## src/rtl/tlb_tagged_lookup.sv

```systemverilog
module tlb_tagged_lookup #(
  parameter int ENTRIES = 8,
  parameter int MMID_W  = 32
) (
  input  logic                       clk,
  input  logic                       rst_n,
  input  logic                       cfg_mmid_en,
  input  logic                       cfg_asid_ext,
  input  logic                       reg_wr_en,
  input  logic [2:0]                 reg_sel,
  input  logic [31:0]                reg_wdata,
  input  logic                       cmd_probe,
  input  logic                       cmd_write,
  input  logic                       cmd_read,
  input  logic [31:0]                lookup_va,
  output logic                       lookup_hit,
  output logic [$clog2(ENTRIES)-1:0] lookup_idx,
  output logic                       lookup_odd,
  output logic                       lookup_v,
  output logic                       lookup_d,
  output logic                       lookup_ri,
  output logic                       lookup_xi,
  output logic [26:0]                lookup_frame,
  output logic [31:0]                reg_entryhi,
  output logic [31:0]                reg_entrylo0,
  output logic [31:0]                reg_entrylo1,
  output logic [31:0]                reg_pagemask,
  output logic [31:0]                reg_index,
  output logic [31:0]                reg_mmid
);
  localparam int IDX_W  = $clog2(ENTRIES);
  localparam int VPN_W  = 19;
  localparam int PM_W   = 16;
  localparam int ID_W   = 10;
  localparam int PG_W   = 31;
  localparam logic [31:0] MISS_WORD = 32'h8000_0000;
  localparam logic [31:0] INV_HI    = 32'h0000_0400;

  logic [VPN_W-1:0]  e_vpn  [ENTRIES];
  logic [PM_W-1:0]   e_pm   [ENTRIES];
  logic [ID_W-1:0]   e_asid [ENTRIES];
  logic [MMID_W-1:0] e_mmid [ENTRIES];
  logic [PG_W-1:0]   e_pg0  [ENTRIES];
  logic [PG_W-1:0]   e_pg1  [ENTRIES];
  logic [ENTRIES-1:0] e_g, e_inv;

  logic [ID_W-1:0]   asid_mask;
  logic [MMID_W-1:0] cur_tag;
  logic [IDX_W-1:0]  sel_idx, lk_idx, pr_idx;
  logic [ENTRIES-1:0] hit_lk, hit_pr;

  assign asid_mask = cfg_mmid_en ? '0 : (cfg_asid_ext ? 10'h3FF : 10'h0FF);
  assign cur_tag   = cfg_mmid_en ? reg_mmid[MMID_W-1:0]
                                 : MMID_W'(reg_entryhi[ID_W-1:0] & asid_mask);
  assign sel_idx   = IDX_W'(reg_index[30:0] % 31'(ENTRIES));

  for (genvar i = 0; i < ENTRIES; i++) begin : g_cmp
    logic [MMID_W-1:0] e_tag;
    logic [VPN_W-1:0]  care;
    logic              tag_ok;
    assign e_tag  = cfg_mmid_en ? e_mmid[i] : MMID_W'(e_asid[i]);
    assign care   = ~{{(VPN_W-PM_W){1'b0}}, e_pm[i]};
    assign tag_ok = ~e_inv[i] & (e_g[i] | (e_tag == cur_tag));
    assign hit_lk[i] = tag_ok & (((e_vpn[i] ^ lookup_va[31:13]) & care) == '0);
    assign hit_pr[i] = tag_ok & (((e_vpn[i] ^ reg_entryhi[31:13]) & care) == '0);
  end

  always_comb begin
    lk_idx = '0;
    pr_idx = '0;
    for (int i = ENTRIES - 1; i >= 0; i--) begin
      if (hit_lk[i]) lk_idx = IDX_W'(i);
      if (hit_pr[i]) pr_idx = IDX_W'(i);
    end
  end

  logic [31:0]     span;
  logic [PG_W-1:0] pg;

  assign lookup_hit   = |hit_lk;
  assign lookup_idx   = lk_idx;
  assign span         = {3'b0, e_pm[lk_idx], 13'h1FFF};
  assign lookup_odd   = lookup_hit & (|(lookup_va & span & ~(span >> 1)));
  assign pg           = !lookup_hit ? '0 : (lookup_odd ? e_pg1[lk_idx] : e_pg0[lk_idx]);
  assign lookup_v     = pg[0];
  assign lookup_d     = pg[1];
  assign lookup_frame = pg[28:2];
  assign lookup_xi    = pg[29];
  assign lookup_ri    = pg[30];

  always_ff @(posedge clk) begin
    if (!rst_n) begin
      reg_entryhi  <= '0;
      reg_entrylo0 <= '0;
      reg_entrylo1 <= '0;
      reg_pagemask <= '0;
      reg_index    <= '0;
      reg_mmid     <= '0;
      e_g          <= '0;
      e_inv        <= '1;
      for (int i = 0; i < ENTRIES; i++) begin
        e_vpn[i]  <= '0;
        e_pm[i]   <= '0;
        e_asid[i] <= '0;
        e_mmid[i] <= '0;
        e_pg0[i]  <= '0;
        e_pg1[i]  <= '0;
      end
    end else if (cmd_read) begin
      if (e_inv[sel_idx]) begin
        reg_entryhi  <= INV_HI;
        reg_pagemask <= '0;
        reg_entrylo0 <= '0;
        reg_entrylo1 <= '0;
      end else begin
        reg_entryhi  <= {e_vpn[sel_idx], 3'b0, cfg_mmid_en ? '0 : e_asid[sel_idx]};
        reg_pagemask <= {3'b0, e_pm[sel_idx], 13'b0};
        reg_entrylo0 <= {e_pg0[sel_idx], e_g[sel_idx]};
        reg_entrylo1 <= {e_pg1[sel_idx], e_g[sel_idx]};
        reg_mmid     <= 32'(e_mmid[sel_idx]);
      end
    end else if (cmd_probe) begin
      reg_index <= (|hit_pr) ? 32'(pr_idx) : MISS_WORD;
    end else if (cmd_write) begin
      e_vpn[sel_idx]  <= reg_entryhi[31:13];
      e_inv[sel_idx]  <= reg_entryhi[10];
      e_asid[sel_idx] <= reg_entryhi[ID_W-1:0] & asid_mask;
      e_mmid[sel_idx] <= reg_mmid[MMID_W-1:0];
      e_pm[sel_idx]   <= reg_pagemask[28:13];
      e_g[sel_idx]    <= reg_entrylo0[0] & reg_entrylo1[0];
      e_pg0[sel_idx]  <= reg_entrylo0[31:1];
      e_pg1[sel_idx]  <= reg_entrylo1[31:1];
    end else if (reg_wr_en) begin
      case (reg_sel)
        3'd0:    reg_entryhi  <= reg_wdata;
        3'd1:    reg_entrylo0 <= reg_wdata;
        3'd2:    reg_entrylo1 <= reg_wdata;
        3'd3:    reg_pagemask <= {3'b0, reg_wdata[28:13], 13'b0};
        3'd4:    reg_index    <= reg_wdata;
        3'd5:    reg_mmid     <= reg_wdata;
        default: ;
      endcase
    end
  end
endmodule

```

## config.mk

```make
export PLATFORM = sky130hd
export DESIGN_NAME = tlb_tagged_lookup
export DESIGN_NICKNAME = d
export VERILOG_FILES = /design/src/rtl/tlb_tagged_lookup.sv
export SDC_FILE = /design/constraint.sdc
export NUM_CORES = 2
export LEC_CHECK = 0
export BUFFER_PORTS_ARGS = -buffer_cell sky130_fd_sc_hd__buf_2
export CORE_ASPECT_RATIO = 0.6
export CORE_MARGIN = 5
export CORE_UTILIZATION = 55
export DETAILED_ROUTE_END_ITERATION = 12
export PLACE_DENSITY = 0.72
export SKIP_LAST_GASP = 1
export SYNTH_ARGS = -nofsm -noshare
export SYNTH_HDL_FRONTEND = slang
export SYNTH_SLANG_ARGS = --single-unit
```

## constraint.sdc

```tcl
create_clock -name clk -period 24.5 [get_ports clk]
set_input_delay 3.675 -clock clk [delete_from_list [all_inputs] [get_ports clk]]
set_output_delay 3.675 -clock clk [all_outputs]
set_load 0.02 [all_outputs]
```

# ---- Word level (Yosys, flattened, before mapping)
# Memory sizes are Yosys's and may differ from the RTL's. A register that Yosys moved wholly into a read port is not among the register bits.
# Cells that the tools add are included.
dict set report word_totals {
  output_inout_bits 228
  ram_bits 1112
  regBits 208
  n_memories 6
  in_bits 75
}
# name depth word_bits read_ports rd_ports_with_merged_regs write_ports line_no
set mem_list {}
lappend mem_list {e_mmid 8 32 9 1 8 42} ;# logic [MMID_W-1:0] e_mmid [ENTRIES];
lappend mem_list {e_pg0 8 31 2 1 8 43} ;# logic [PG_W-1:0] e_pg0 [ENTRIES];
lappend mem_list {e_pg1 8 31 2 1 8 44} ;# logic [PG_W-1:0] e_pg1 [ENTRIES];
lappend mem_list {e_vpn 8 19 9 1 8 39} ;# logic [VPN_W-1:0] e_vpn [ENTRIES];
lappend mem_list {e_pm 8 16 10 1 8 40} ;# logic [PM_W-1:0] e_pm [ENTRIES];
lappend mem_list {e_asid 8 10 9 1 8 41} ;# logic [ID_W-1:0] e_asid [ENTRIES];
dict set report classes {
  order_cmp 2
  reduce_logical 42
  n_eq_ne 17
  mux 109
  n_bitwise 89
}
# op count
set op_table {}
lappend op_table {{$mux W32} 44}
lappend op_table {{$and A19 B19 Y19} 16}
lappend op_table {{$logic_not A19 Y1} 16}
lappend op_table {{$xor A19 B19 Y19} 16}
lappend op_table {{$eq A32 B32 Y1} 8}
lappend op_table {{$not A16 Y19} 8}
lappend op_table {{$mux W31} 4}
lappend op_table {{$mux W3} 34}
lappend op_table {{$reduce_or A32 Y1} 2}
lappend op_table {{$reduce_or A31 Y1} 2}
lappend op_table {{$mux W10} 4}
lappend op_table {{$and A32 B29 Y32} 1}
lappend op_table {{$and A32 B32 Y32} 1}
lappend op_table {{$not A28 Y32} 1}
lappend op_table {{$mux W29} 1}
lappend op_table {{$and A1 B1 Y1} 26}
lappend op_table {{$and A10 B10 Y10} 2}
lappend op_table {{$reduce_and A4 Y1} 5}
lappend op_table {{$mux W19} 1}
lappend op_table {{$reduce_or A19 Y1} 1}
lappend op_table {{$bwmux W8} 2}
lappend op_table {{$mux W16} 1}
lappend op_table {{$reduce_bool A2 Y1} 8}
lappend op_table {{$reduce_or A16 Y1} 1}
lappend op_table {{other kinds (18)} 54}

# ---- Depth between registers and ports, before layout
# An unclocked memory read counts as a cell.
dict set report logic_depth {
  ltp_word 23
  mapped_depth 22
  ltp_nobuf 15
}

# ---- Worst setup path before layout
# No wires, ideal clock.
dict set report synth_timing {
  path_kind {in2reg}
  start {input port cmd_probe}
  end {memory e_asid[6][0] (enable)}
  n_path_buf 1
  stages 4
  slack_ns 9.257
  arrival_time_ns 14.395
  setup_time_ns 0.847
  cell_sequence {clkbuf_1 > nor2_1 > nand2_1 > o31ai_1}
}
# element line_no
set synth_rtl {}
lappend synth_rtl {{start, declared} 12} ;# input logic cmd_probe,
lappend synth_rtl {{end, declared} 41}

# ---- Worst setup path in the final report
dict set report layout_timing {
  start {input port cfg_mmid_en}
  end {output port lookup_frame[9]}
}
dict set report layout_between {
  elab_chain_cells 22
}
# element line_no
set layout_rtl {}
lappend layout_rtl {{start, declared} 7} ;# input logic cfg_mmid_en,
lappend layout_rtl {{$mux W10} 52} ;# assign asid_mask = cfg_mmid_en ? '0 : (cfg_asid_ext ? 10'h3FF : 10'h0FF);
lappend layout_rtl {{$and A10 B10 Y10} 54} ;# : MMID_W'(reg_entryhi[ID_W-1:0] & asid_mask);
lappend layout_rtl {{$mux W32} 53} ;# assign cur_tag = cfg_mmid_en ? reg_mmid[MMID_W-1:0]
lappend layout_rtl {{$eq A32 B32 Y1} 63} ;# assign tag_ok = ~e_inv[i] & (e_g[i] | (e_tag == cur_tag));
lappend layout_rtl {{$or A1 B1 Y1} 63}
lappend layout_rtl {{$and A1 B1 Y1} 63}
lappend layout_rtl {{$and A1 B1 Y1} 64} ;# assign hit_lk[i] = tag_ok & (((e_vpn[i] ^ lookup_va[31:13]) & care) == '0);
lappend layout_rtl {{$mux W3 (8 in series)} 72} ;# if (hit_lk[i]) lk_idx = IDX_W'(i);
lappend layout_rtl {{$mem_v2 Z8 W16} --}
lappend layout_rtl {{$and A32 B29 Y32 or $not A28 Y32 (tied branches)} 83} ;# assign lookup_odd = lookup_hit & (|(lookup_va & span & ~(span >> 1)));
lappend layout_rtl {{$and A32 B32 Y32} 83}
lappend layout_rtl {{$reduce_or A32 Y1} 83}
lappend layout_rtl {{$and A1 B1 Y1} 83}
lappend layout_rtl {{$mux W31} 84} ;# assign pg = !lookup_hit ? '0 : (lookup_odd ? e_pg1[lk_idx] : e_pg0[lk_idx]);
lappend layout_rtl {{$mux W31 (*)} 84}
lappend layout_rtl {{end, declared} 23} ;# output logic [26:0] lookup_frame,
# Mark *: on every way between the ends. The rest lies on a longest branch, timed or not.

==> flow_summary.yaml <==
status:
  outcome: "completed"
floorplan:
  chipHeight_um: 290
  io-pin-count: 303
  floorplan.die_area_um2: 138000
  placementRows: 102
  chipWidth_um: 476
  core_region_area_um2: 129000
  floorplan.initialDensity_pct: 55.5
detailed_routing:
  detailed_router_iteration_count_before_antenna_repair: 5
  post_route_drc_violation_count: 0
  vias: 52300
  ant_nets: 0
  dr.first_iter.drc_count: 8662
  wirelength_um: 271000
  drt-vias-per-instance: 6.80
  drt-wirelength-per-cell_um: 35.2
sta:
  timing.setup.tns_ns: 0
  layout_min_cycle_time_ns: 15.21
  clock.fmax_ghz: 0.0657
  setup_viol_count_final: 0
  final-max-slew-violation-count: 0
  grt_setup_unrepaired: "no"
  clock_skew_ns: 0.0295
  slew_headroom_pct: 4.12
  worst_hold_slack_ns: 0.497
  final-hold-violation-count: 0
  worst_pin_slew_ns: 1.44
  post-route-period-util_pct: 62.1
finish:
  drive_gt1_share_pct: 18.4
  layout.filler_cells: 10100
  final_area_um2: 78400
  finish.utilization_pct: 60.6
  register_area_um2: 37300
  nets: 5931
  areaGrowthSynthToFinish_pct: 9.31
  multi_input_area_um2: 32300
worst_hold_path:
  hold_path_end: "reg_index[3]"
  min_from: "reg_index[3]"
  timing.hold.worst.class: "reg -> reg"
  min_path_cells: 2
logic_synthesis:
  synth.top_cells.by_area: "sky130_fd_sc_hd__edfxtp_1 (47%), sky130_fd_sc_hd__mux4_2 (9.4%), sky130_fd_sc_hd__and2_1 (9.0%)"
  ys_warn_count: 0
  synth.top_cells.by_count: "sky130_fd_sc_hd__edfxtp_1 (1112), sky130_fd_sc_hd__and2_1 (1037), sky130_fd_sc_hd__xnor2_1 (483)"
  gate_count_after_technology_mapping: 5860
  asyncSetResetFlopFracSynth_pct: 0
  synth_ff_type: "sky130_fd_sc_hd__edfxtp_1"
  synth-seq-cells: 1307
  synth_largest_type_area_fraction_pct: 46.6
  seq_area_frac_synth_pct: 52.0
  synth_edf_count: 1112
  yosys.cell_types.count: 82
  synth_most_common_cell: "sky130_fd_sc_hd__edfxtp_1"
  post_synth.cell_area_avg_um2: 12.2
  syn-cell-area_um2: 71700
  yosysTopAreaCell: "sky130_fd_sc_hd__edfxtp_1"
cts:
  path_clk_slew_ns: 0.07
  cts_hold_repair.buffers: 0
  clk_latency_ns: 0.78
  clockBufferDepth: 3
  tritoncts.num_buffers: 131
  count_of_h_tree_levels_built_during_cts: 4
  cts_setup_buffers: 0
  post_cts_resize_count: 0
  clock_tree_from_tritoncts: "done"
  cts.sinks: 1307
  cts.root.buffer_cell: "sky130_fd_sc_hd__clkbuf_16"
critical_path:
  crit_arrival_ns: 11.54
  count_of_cells_along_the_worst_register_to_register_path: 7
  worstSetupPathType: "in -> out"
  timing.rr.end: "reg_entrylo0[20]"
  required_ns: 20.82
  worstSetupStartpointType: "input port"
  critical_path.max_fanout: 60
  reg2reg_slack_ns: 19.60
  critical_path.endpoint_type: "output pin"
grt:
  initial_antenna_violation_count: 16
  global_route_wire_length_before_repair_um: 379000
  congestion_overflow_gr: 0
  grt_util_all_layers_pct: 38.8
  grt_start_max_net_pins: 138
  vias_in_the_first_global_route: 48600
placement:
  place_hpwl_um: 174000
  placedInstanceArea_um2: 74100
  io_buffer_count: 274
  place.gp.congestion: 1.02
pwr:
  worst_ir_drop_on_vdd_uv: 56.2
  cellPowerDensity_nw_per_um2: 65.9
  finalPower_uw: 5160
  p_leak_uw: 0.0275
flow_run:
  cap_violations: 0
[registers in the layout, indices dropped and copies added (netlist names), named ones only]
| name | cells |
|---|---|
| reg_mmid | 32 |
| e_mmid | 256 |
| e_pg0 | 248 |
| reg_index | 32 |
| reg_entrylo0 | 32 |
| reg_pagemask | 16 |
| e_pg1 | 248 |
| e_asid | 80 |
| reg_entryhi | 32 |
| reg_entrylo1 | 32 |
| e_inv | 8 |
| e_g | 8 |
| e_vpn | 152 |
| e_pm | 128 |
[cell type report]
class | instances | area share [%]
well taps | 1716 | 2.74
multi-input cells | 4016 | 41.2
clock buffers | 184 | 4.78
clock inverters | 59 | 0.631
diodes | 9 | 0.0287
inverters | 22 | 0.107
repair buffers | 378 | 2.86
flip-flops and latches | 1307 | 47.6
[layer usage]
layer  track usage [%]  vias up  part of all wire, %
met5                 0        -                0.059
li1                  -    21400                    -
met4              15.5       24                  4.7
met3              14.4      628                   16
met2              53.9     4203                   41
met1              55.2    26000                   38
[kinds of logic (layout without fill, tap and decap cells)]
family | count (synthesis) | in the layout | synth area share [%]
buf+inv | 552 | 643 | 3.28
mux | 658 | 658 | 14.7
xor+xnor | 636 | 636 | 7.77
simple gates | 1869 | 1869 | 14.7
compound gates | 837 | 837 | 7.56
flops | 1307 | 1307 | 52.0
other cells | 1 | 25 | 0.00523
[how the worst max path moves through the flow]
stage	from	end	slack, ns
2_1_floorplan	cmd_probe	e_asid[6][0]	9.26
3_3_place_gp	cfg_mmid_en	lookup_frame[3]	9.84
3_5_place_dp	cfg_mmid_en	lookup_frame[3]	9.78
4_1_cts	cfg_mmid_en	lookup_frame[13]	9.77
5_1_grt	cfg_mmid_en	lookup_frame[13]	9.27
6_report	cfg_mmid_en	lookup_frame[9]	9.29
[power by group]
group	total, uW	internal (uW)	switching [uW]
Sequential	2600	2490	106
Clock	2040	1130	911
Combinational	522	187	335
Total	5160	3810	1350
[layout by cell type, fill, tap and decap left out, types with 138 or more instances in the layout]
cell                        count
sky130_fd_sc_hd__a21oi_1      172
sky130_fd_sc_hd__and2_1      1036
sky130_fd_sc_hd__buf_2        272
sky130_fd_sc_hd__clkbuf_16    138
sky130_fd_sc_hd__dfxtp_1      192
sky130_fd_sc_hd__edfxtp_1    1112
sky130_fd_sc_hd__mux2_2       148
sky130_fd_sc_hd__mux2i_1      209
sky130_fd_sc_hd__mux4_2       300
sky130_fd_sc_hd__nand2_1      239
sky130_fd_sc_hd__nor2_1       221
sky130_fd_sc_hd__o21ai_0      148
sky130_fd_sc_hd__o22ai_1      166
sky130_fd_sc_hd__xnor2_1      483
sky130_fd_sc_hd__xor2_1       153
[critical path, stage by stage]
cell                       delay (ns)
sky130_fd_sc_hd__buf_2           0.55
sky130_fd_sc_hd__inv_2           0.46
sky130_fd_sc_hd__nor4_1          0.36
sky130_fd_sc_hd__o221ai_1        0.35
sky130_fd_sc_hd__o32a_1          0.56
sky130_fd_sc_hd__a21oi_4         0.21
sky130_fd_sc_hd__o211ai_2        0.14
sky130_fd_sc_hd__a21boi_4        0.17
sky130_fd_sc_hd__buf_4           0.39
sky130_fd_sc_hd__buf_4           0.77
sky130_fd_sc_hd__buf_4           0.87
sky130_fd_sc_hd__buf_4           0.84
sky130_fd_sc_hd__mux2_2          0.30
sky130_fd_sc_hd__o21ai_0         0.06
sky130_fd_sc_hd__o21ai_0         1.03
sky130_fd_sc_hd__a21oi_1         0.12
sky130_fd_sc_hd__a211oi_2        0.25
sky130_fd_sc_hd__buf_2           0.19
[per-stage QoR]
stage	instances	setup slack, ns
global route	7685	9.27
detailed placement	7439	9.78
finish	7691	9.29
floorplan	5875	9.26
global placement	7439	9.84
CTS	7682	9.77
Power figures use the tool's default switching activity.
